### src/rtl/pd_pkg.sv
// Package: shared constants and types of the power-down controller.
// Assumes byte-wide register data (bit positions below must fit DATA_W).
package pd_pkg;

    // Bit positions in the power control register.
    localparam int ARM_BIT   = 1;
    localparam int START_BIT = 6;

    // Bit positions in the second power control register.
    localparam int WEN_BIT   = 7;
    localparam int SRC_BIT   = 4;

    // Wake source select encoding.
    typedef enum logic {
        SRC_PIN = 1'b0,
        SRC_BUS = 1'b1
    } wake_src_t;

    // Entry/exit sequencer states.
    typedef enum logic [1:0] {
        ST_RUN   = 2'd0,
        ST_ARMED = 2'd1,
        ST_DOWN  = 2'd2
    } pd_state_t;

endpackage

### src/rtl/pd_sync.sv
// Module: pd_sync
// Multi-stage synchroniser for an asynchronous level input.
// Assumes it is clocked by the free-running clock so it works while the
// core clock is gated. RESET_VAL is the inactive level of the input.
module pd_sync #(
    parameter int   STAGES    = 2,
    parameter logic RESET_VAL = 1'b0
) (
    input  logic clk,
    input  logic rst_n,
    input  logic d,
    output logic q
);

    logic [STAGES-1:0] chain_q;

    // Shift the asynchronous sample through the flop chain.
    always_ff @(posedge clk) begin
        if (!rst_n) begin
            chain_q <= {STAGES{RESET_VAL}};
        end else begin
            chain_q <= {chain_q[STAGES-2:0], d};
        end
    end

    assign q = chain_q[STAGES-1];

endmodule

### src/rtl/pd_regs.sv
// Module: pd_regs
// Storage and read-back of the two power control registers.
// Assumes writes arrive already qualified (no writes while powered down).
// The arm and start flags are not stored here, so they always read 0.
module pd_regs
    import pd_pkg::*;
#(
    parameter int             ADDR_W     = 8,
    parameter int             DATA_W     = 8,
    parameter logic [ADDR_W-1:0] PCTL_ADDR  = 8'h87,
    parameter logic [ADDR_W-1:0] PCTL2_ADDR = 8'h88
) (
    input  logic              clk,
    input  logic              rst_n,
    input  logic              wr_ok,
    input  logic [ADDR_W-1:0] wr_addr,
    input  logic [DATA_W-1:0] wr_data,
    input  logic [ADDR_W-1:0] rd_addr,
    output logic [DATA_W-1:0] rd_data,
    output logic              wake_en,
    output wake_src_t         wake_src
);

    localparam logic [DATA_W-1:0] FLAG_MASK =
        (DATA_W'(1) << ARM_BIT) | (DATA_W'(1) << START_BIT);

    logic [DATA_W-1:0] spare_q;
    logic              wen_q;
    wake_src_t         src_q;
    logic [DATA_W-1:0] pctl2_view;

    // Keep the plain bits of the power control register.
    always_ff @(posedge clk) begin
        if (!rst_n) begin
            spare_q <= '0;
        end else if (wr_ok && wr_addr == PCTL_ADDR) begin
            spare_q <= wr_data & ~FLAG_MASK;
        end
    end

    // Keep the wake enable and the wake source select.
    always_ff @(posedge clk) begin
        if (!rst_n) begin
            wen_q <= 1'b0;
            src_q <= SRC_PIN;
        end else if (wr_ok && wr_addr == PCTL2_ADDR) begin
            wen_q <= wr_data[WEN_BIT];
            src_q <= wake_src_t'(wr_data[SRC_BIT]);
        end
    end

    // Assemble the visible image of the second register.
    always_comb begin
        pctl2_view          = '0;
        pctl2_view[WEN_BIT] = wen_q;
        pctl2_view[SRC_BIT] = src_q;
    end

    // Select read data by address.
    always_comb begin
        if (rd_addr == PCTL_ADDR) begin
            rd_data = spare_q;
        end else if (rd_addr == PCTL2_ADDR) begin
            rd_data = pctl2_view;
        end else begin
            rd_data = '0;
        end
    end

    assign wake_en  = wen_q;
    assign wake_src = src_q;

endmodule

### src/rtl/pd_seq.sv
// Module: pd_seq
// Arm/start sequencer and wake exit. It enters power-down only on an arm
// write followed by a start write as the next bus write. It leaves on an
// enabled wake condition and then pulses wake for one cycle.
// Assumes the wake inputs are already synchronised.
module pd_seq
    import pd_pkg::*;
(
    input  logic      clk,
    input  logic      rst_n,
    input  logic      wr_en,
    input  logic      pctl_hit,
    input  logic      arm_bit,
    input  logic      start_bit,
    input  logic      wake_en,
    input  wake_src_t wake_src,
    input  logic      ext_s_n,
    input  logic      bus_s,
    output logic      pd_active,
    output logic      wake_pulse
);

    pd_state_t state_q, state_d;
    logic      pulse_q, pulse_d;
    logic      arm_only, start_only, wake_req;

    // Classify the current write against the two flags.
    always_comb begin
        arm_only   = wr_en && pctl_hit && arm_bit && !start_bit;
        start_only = wr_en && pctl_hit && start_bit && !arm_bit;
    end

    // Decide whether the selected, enabled source requests wake.
    always_comb begin
        if (!wake_en) begin
            wake_req = 1'b0;
        end else if (wake_src == SRC_BUS) begin
            wake_req = bus_s;
        end else begin
            wake_req = !ext_s_n;
        end
    end

    // Next-state logic of the entry/exit sequencer.
    always_comb begin
        state_d = state_q;
        pulse_d = 1'b0;
        case (state_q)
            ST_RUN: begin
                if (arm_only) begin
                    state_d = ST_ARMED;
                end
            end
            ST_ARMED: begin
                if (start_only) begin
                    state_d = ST_DOWN;
                end else if (arm_only) begin
                    state_d = ST_ARMED;
                end else if (wr_en) begin
                    state_d = ST_RUN;
                end
            end
            ST_DOWN: begin
                if (wake_req) begin
                    state_d = ST_RUN;
                    pulse_d = 1'b1;
                end
            end
            default: begin
                state_d = ST_RUN;
            end
        endcase
    end

    // State and wake pulse registers.
    always_ff @(posedge clk) begin
        if (!rst_n) begin
            state_q <= ST_RUN;
            pulse_q <= 1'b0;
        end else begin
            state_q <= state_d;
            pulse_q <= pulse_d;
        end
    end

    assign pd_active  = (state_q == ST_DOWN);
    assign wake_pulse = pulse_q;

endmodule

### src/rtl/pwrdn_ctl.sv
// Module: pwrdn_ctl (top)
// Guarded power-down entry controller on a register write bus. It gates the
// core clock after an arm/start write pair and reopens it on reset or on
// an enabled wake event. Assumes clk is free-running and that wr_en is
// a one-cycle strobe per write.
module pwrdn_ctl
    import pd_pkg::*;
#(
    parameter int                ADDR_W      = 8,
    parameter int                DATA_W      = 8,
    parameter logic [ADDR_W-1:0] PCTL_ADDR   = 8'h87,
    parameter logic [ADDR_W-1:0] PCTL2_ADDR  = 8'h88,
    parameter int                SYNC_STAGES = 2
) (
    input  logic              clk,
    input  logic              rst_n,
    input  logic              wr_en,
    input  logic [ADDR_W-1:0] wr_addr,
    input  logic [DATA_W-1:0] wr_data,
    input  logic [ADDR_W-1:0] rd_addr,
    output logic [DATA_W-1:0] rd_data,
    input  logic              ext_wake_n,
    input  logic              bus_act,
    output logic              core_clk_en,
    output logic              pd_active,
    output logic              wake_pulse
);

    logic      ext_s_n, bus_s, wr_ok, pctl_hit, wake_en;
    wake_src_t wake_src;

    // Qualify the write bus: nothing is accepted while powered down.
    always_comb begin
        wr_ok    = wr_en && !pd_active;
        pctl_hit = (wr_addr == PCTL_ADDR);
    end

    pd_sync #(.STAGES(SYNC_STAGES), .RESET_VAL(1'b1)) i_sync_pin (
        .clk(clk), .rst_n(rst_n), .d(ext_wake_n), .q(ext_s_n)
    );

    pd_sync #(.STAGES(SYNC_STAGES), .RESET_VAL(1'b0)) i_sync_bus (
        .clk(clk), .rst_n(rst_n), .d(bus_act), .q(bus_s)
    );

    pd_regs #(
        .ADDR_W(ADDR_W), .DATA_W(DATA_W),
        .PCTL_ADDR(PCTL_ADDR), .PCTL2_ADDR(PCTL2_ADDR)
    ) i_regs (
        .clk(clk), .rst_n(rst_n), .wr_ok(wr_ok),
        .wr_addr(wr_addr), .wr_data(wr_data),
        .rd_addr(rd_addr), .rd_data(rd_data),
        .wake_en(wake_en), .wake_src(wake_src)
    );

    pd_seq i_seq (
        .clk(clk), .rst_n(rst_n), .wr_en(wr_ok),
        .pctl_hit(pctl_hit),
        .arm_bit(wr_data[ARM_BIT]), .start_bit(wr_data[START_BIT]),
        .wake_en(wake_en), .wake_src(wake_src),
        .ext_s_n(ext_s_n), .bus_s(bus_s),
        .pd_active(pd_active), .wake_pulse(wake_pulse)
    );

    assign core_clk_en = !pd_active;

endmodule

### config.mk
export PLATFORM = sky130hd
export DESIGN_NAME = pwrdn_ctl
export DESIGN_NICKNAME = d
export VERILOG_FILES = /design/src/rtl/pd_pkg.sv /design/src/rtl/pd_sync.sv /design/src/rtl/pd_regs.sv /design/src/rtl/pd_seq.sv /design/src/rtl/pwrdn_ctl.sv
export SDC_FILE = /design/constraint.sdc
export NUM_CORES = 1
export LEC_CHECK = 0
export BUFFER_PORTS_ARGS = -buffer_cell sky130_fd_sc_hd__buf_2
export CAP_MARGIN = 15
export CORE_MARGIN = 2
export CORE_UTILIZATION = 43
export CTS_CLUSTER_DIAMETER = 80
export CTS_CLUSTER_SIZE = 20
export DETAILED_ROUTE_END_ITERATION = 8
export GPL_TIMING_DRIVEN = 0
export PLACE_DENSITY = 0.79
export SLEW_MARGIN = 0
export SYNTH_ARGS = -nofsm -noshare
export SYNTH_HDL_FRONTEND = slang
export SYNTH_SLANG_ARGS = --single-unit
### constraint.sdc
create_clock -name clk -period 1.9 [get_ports clk]
set_clock_uncertainty 0.15 [all_clocks]
set_input_delay 0.095 -clock clk [delete_from_list [all_inputs] [get_ports clk]]
set_output_delay 0.095 -clock clk [all_outputs]
set_load 0.02 [all_outputs]
==> Word level (Yosys, flattened, before mapping) <==
Index checks and enable logic that the tools add are counted.
{ "word_totals": {"rom_bits": 0, "out_inout_bits": 11, "memories": 0, "inputBits": 29, "regBits": 15, "ramBits": 0, "wordCells": 41, "latch_bits": 0} }
{ "classes": {"div": 0, "addsub": 0, "n_shift": 0, "n_mux": 11, "reduce_logical": 14, "multipliers": 0, "n_eq_ne": 9, "bitwise_logic": 0, "magnitude_cmp": 0} }
{ "ops": {"columns": ["operator", "n"], "rows": [
  ["$eq A8 B8 Y1 const B", 4],
  ["$mux W8", 2],
  ["$mux W2", 5],
  ["$logic_and A1 B1 Y1", 7],
  ["$pmux W2 S3", 1],
  ["$logic_not A1 Y1", 4],
  ["$ne A2 B1 Y1 const B", 2],
  ["$ne A4 B2 Y1 const B", 1],
  ["$mux W1", 3],
  ["$reduce_and A3 Y1", 1],
  ["$eq A2 B1 Y1 const B", 1],
  ["$eq A2 B2 Y1 const B", 1],
  ["$logic_not A2 Y1", 1],
  ["$reduce_and A2 Y1", 1]
]} }

==> Depth between registers and ports, before layout <==
{ "depth": {"ltp_word": 9, "ltp_mapped": 4, "depth_no_buf": 3} }

==> By module <==
Synthesis repeated with hierarchy kept, for this count alone.
{ "hier_totals": {"cells_unflattened": 81, "area_unflattened_um2": 748.2} }
{ "modules_own_cells": {"columns": ["mod", "cells_each", "area_each_um2", "instances", "seq_area_each_um2"], "rows": [
  ["pd_regs", 52, 457.9, 1, 160.2],
  ["pd_seq", 16, 147.6, 1, 60.1],
  ["pd_sync", 4, 52.6, 2, 40.0],
  ["pwrdn_ctl", 5, 37.5, 1, 0.0]
]} }

==> Least setup slack after synthesis <==
Ideal clock, no wire load.
{ "synth_timing": {"kind": "register -> register", "startpoint": "register i_seq.state_q[1]", "endpoint": "register i_regs.spare_q[0]", "required_ns": 1.678, "setup_ns": 0.072, "slack_ns": 0.445, "n_path_buf": 1, "arrival_time_ns": 1.233, "path_stages_with_launch": 5, "synth_period_minus_slack_ns": 1.455, "cell_sequence": "dfxtp_1 -> nor2b_4 -> buf_6 -> nor4_4 -> mux2i_1"} }
{ "synth_via": {"elab_chain_len": 4} }
{ "synth_lines": {"columns": ["element", "line", "text"], "rows": [
  ["start, declared", "pd_seq.sv:23", "pd_state_t state_q, state_d;"],
  ["start signal, assigned", "pd_seq.sv:81", "state_q <= state_d;"],
  ["$eq A2 B2 Y1", "pd_seq.sv:86", "assign pd_active = (state_q == ST_DOWN);"],
  ["via pd_active", "pwrdn_ctl.sv:25", "output logic pd_active,"],
  ["$logic_not A1 Y1", "pwrdn_ctl.sv:34", "wr_ok = wr_en && !pd_active;"],
  ["$logic_and A1 B1 Y1", "pwrdn_ctl.sv:34", null],
  ["$logic_and A1 B1 Y1", "pd_regs.sv:36", "end else if (wr_ok && wr_addr == PCTL_ADDR) begin"],
  ["end signal, assigned", "pd_regs.sv:37", "spare_q <= wr_data & ~FLAG_MASK;"],
  ["end, declared", "pd_regs.sv:27", "logic [DATA_W-1:0] spare_q;"]
]} }
The timed path passes the listed nets, and every way through them passes these cells.
A chain may end at the register's enable or synchronous reset.

==> Worst setup path after layout <==
{ "layout_timing": {"startpoint": "register i_seq.state_q[1]", "endpoint": "register i_regs.spare_q[3]"} }
{ "layout_via": {"elab_chain_len": 4} }
{ "layout_lines": {"columns": ["element", "line"], "rows": [
  ["$eq A2 B2 Y1", "pd_seq.sv:86"],
  ["$logic_not A1 Y1", "pwrdn_ctl.sv:34"],
  ["$logic_and A1 B1 Y1", "pwrdn_ctl.sv:34"],
  ["$logic_and A1 B1 Y1", "pd_regs.sv:36"]
]} }
Every way passes these cells.

==> impl_metrics.py <==
metrics = {
    "status": {
        "status": "finished, final reports clean",
    },
    "cts": {
        "htree_levels": 1,
        "cts_tree": "yes",
        "clockBufferDepth": 2,
        "numClockSinks": 15,
        "post-cts-setup-buffer-count": 0,
        "cts_made_buffers": 3,
        "ctsResizeCount": 0,
        "cts_root_buffer": "clkbuf_4",
        "path_clk_slew_ns": 0.09,
        "postCtsHoldBufs": 8,
        "clk_latency_ns": 0.28,
    },
    "synthesis": {
        "synth-seq-cells": 15,
        "seq_area_frac_synth_pct": 39.15,
        "syn_area_um2": 767.0,
        "synthDistinctLibCells": 25,
        "syn_inst": 78,
        "syn_avg_cell_area_um2": 9.833,
        "synth_warnings": 0,
    },
    "layout": {
        "final_nets": 158,
        "finish.utilization_pct": 64.10,
        "diodes": 0,
        "instances_no_fill": 153,
        "fin_area_mm2": 0.001095,
        "drive_gt1_share_pct": 39.06,
        "nFillCells": 150,
        "area_growth_syn_to_layout_pct": 42.74,
    },
    "worst_setup_path": {
        "crit_type": "reg -> reg",
        "r2r_setup_slack_ns": 0.31,
        "r2r_cells": 4,
        "r2r_end": "i_regs.spare_q[3]",
        "required_ns": 1.97,
        "cp_max_fo": 6,
        "crit_path_start_kind": "flop",
        "crit_path_end_kind": "flop",
        "cp_data_arrival_time_ns": 1.66,
        "crit_start": "i_seq.state_q[1]",
        "reg2reg_from": "i_seq.state_q[1]",
    },
    "drt": {
        "final_antenna_net_count": 0,
        "vias": 731,
        "first_pass_iters": 2,
        "viasPerCell": 4.778,
        "drc_errors": 0,
        "drt_iter0_drc": 3,
        "routed_wl_um": 1696,
        "wire_per_inst_um": 11.08,
    },
    "pwr": {
        "p_switching_uw": 138.7,
        "p_sw_share_pct": 23.90,
        "powerDensity_mw_per_mm2": 530.1,
        "clkPwrFrac_pct": 31.6,
        "finalPower_uw": 580.3,
        "p_comb_share_pct": 13.4,
        "p_int_uw": 441.6,
        "seqPwrFrac_pct": 55.0,
        "ir_drop_v": 0.0003907,
        "leakagePower_nw": 0.4667,
    },
    "timing": {
        "final_hold_viol_count": 0,
        "fin_tns_setup_ns": 0,
        "finalSetupViolations": 0,
        "drv_slew": 0,
        "setup_ws_ns": 0.3113,
        "fmax_mhz": 629.5,
        "worst_pin_slew_ns": 0.5690,
        "slew_headroom_pct": 61.78,
        "fin_crit_sh_pct": 83.61,
        "period_needed_ns": 1.589,
        "holdWs_ns": 0.01788,
        "rsz0062_at_grt": "false",
    },
    "die": {
        "coreArea_mm2": 0.001708,
        "die_w_um": 46.24,
        "die_area_mm2": 0.002138,
        "start_util_pct": 44.91,
        "io_pins": 40,
        "die_h_um": 46.24,
        "rows": 15,
    },
    "grt": {
        "grt_pass1_wl_um": 2684,
        "grtUsageTotal_pct": 17.71,
        "grt_overflow_total": 0,
        "grt_max_degree": 11,
        "antenna_found_initial": 0,
        "grt_pass1_vias": 727,
    },
    "worst_hold_path": {
        "hold_start": "wr_data[1]",
        "whs_endpoint": "i_seq.state_q[1]",
        "hold_path_depth": 3,
        "hold_path.class": "in -> reg",
    },
    "placement": {
        "io_buffer_count": 37,
        "place_inst": 141,
        "pre_cts_slack_ns": 0.3281,
        "placed_cell_area_um2": 987.2,
        "gp_congestion": 0.7324,
    },
    "flow_run": {
        "drv_cap": 0,
    },
}
[cell families after synthesis]
logic type / synth area share (%)
simple gates: 40.13
flops: 39.15
mux: 10.44
buf+inv: 4.893
compound gates: 4.893
other cells: 0.4889
[worst max path at each step]
stage          cells past startpoint  slack, ns           endpoint
2_1_floorplan                      4       0.44  i_regs.spare_q[0]
3_3_place_gp                       4       0.34  i_regs.spare_q[5]
3_5_place_dp                       4       0.33  i_regs.spare_q[3]
4_1_cts                            4       0.29  i_regs.spare_q[3]
5_1_grt                            4       0.21  i_regs.spare_q[4]
6_report                           4       0.31  i_regs.spare_q[3]
[critical path, stage by stage (launching register included)]
cell and delay, ns:
dfxtp_1 0.33, nor2b_4 0.12, buf_6 0.13, nor4_4 0.54, mux2i_1 0.25
[state kept, by name, summed over array words and instances, names as in the netlist]
name and flops:
i_seq.wake_pulse 1, i_sync_pin.chain_q 2, i_regs.wake_en 1, i_regs.spare_q 6, i_regs.wake_src 1, i_sync_bus.chain_q 2, i_seq.state_q 2
[power groups by stage]
| stage | Sequential (mW) | Combinational (mW) | Clock (mW) |
|---|---|---|---|
| after detailed placement | 0.327 | 0.0649 | 0 |
| after CTS | 0.319 | 0.0776 | 0.182 |
| final | 0.319 | 0.0775 | 0.184 |
| after global routing | 0.320 | 0.0845 | 0.202 |
| after floorplan | 0.326 | 0.0276 | 0 |
| after global placement | 0.326 | 0.0630 | 0 |
[Yosys cell counts]
cell type	n	area share (%)
a22oi_1	2	2.0
nand2_1	15	7.3
mux2i_1	8	10
nor2b_1	1	0.82
buf_4	2	2.0
nand4b_1	2	2.3
a21o_1	1	0.98
dfxtp_1	15	39
conb_1	1	0.49
or4b_1	2	2.6
nor2_1	5	2.4
and4b_1	1	1.3
nor2b_4	1	1.8
nor4_4	2	5.5
inv_1	1	0.49
o21ai_0	1	0.65
buf_6	1	1.5
nand2b_1	2	1.6
a32o_1	1	1.3
nand4bb_4	1	3.6
clkbuf_1	2	0.98
nor4b_1	1	1.1
and2_1	7	5.7
and4bb_2	2	3.3
nor3_1	1	0.65
[per-layer routing]
layer  up-vias  share of wire [%]  global-route usage (%)
li1        369                  -                       -
met1       336                 44                   19.42
met2        21                 50                   30.83
met3         5                4.3                   2.745
met4         0                2.2                   12.00
met5         -                  0                       0
[cell usage in the layout (no fill, tap or decap), types with 2 or more instances in the layout]
cell | Yosys | final
buf_4 | 2 | 2
conb_1 | 1 | 2
nand4b_1 | 2 | 2
buf_2 | 0 | 37
nor4_4 | 2 | 2
nand2_1 | 15 | 15
dfxtp_1 | 15 | 15
clkbuf_4 | 0 | 3
clkbuf_1 | 2 | 2
and2_1 | 7 | 7
and4bb_2 | 2 | 2
nand2b_1 | 2 | 2
or4b_1 | 2 | 2
nor2_1 | 5 | 5
dlygate4sd3_1 | 0 | 8
mux2i_1 | 8 | 8
a22oi_1 | 2 | 2
[area by class of cell]
| type | instances | area [µm²] | area share (%) |
|---|---|---|---|
| multi-input cells | 58 | 432.9 | 39.54 |
| inverters | 1 | 3.754 | 0.3429 |
| flip-flops and latches | 15 | 300.3 | 27.43 |
| clock buffers | 3 | 22.52 | 2.057 |
| well taps | 25 | 31.28 | 2.857 |
| clock inverters | 1 | 5.005 | 0.4571 |
| plain buffers | 5 | 33.78 | 3.086 |
| repair buffers | 45 | 265.3 | 24.23 |
Note: power is estimated with default switching activity, not from simulation.
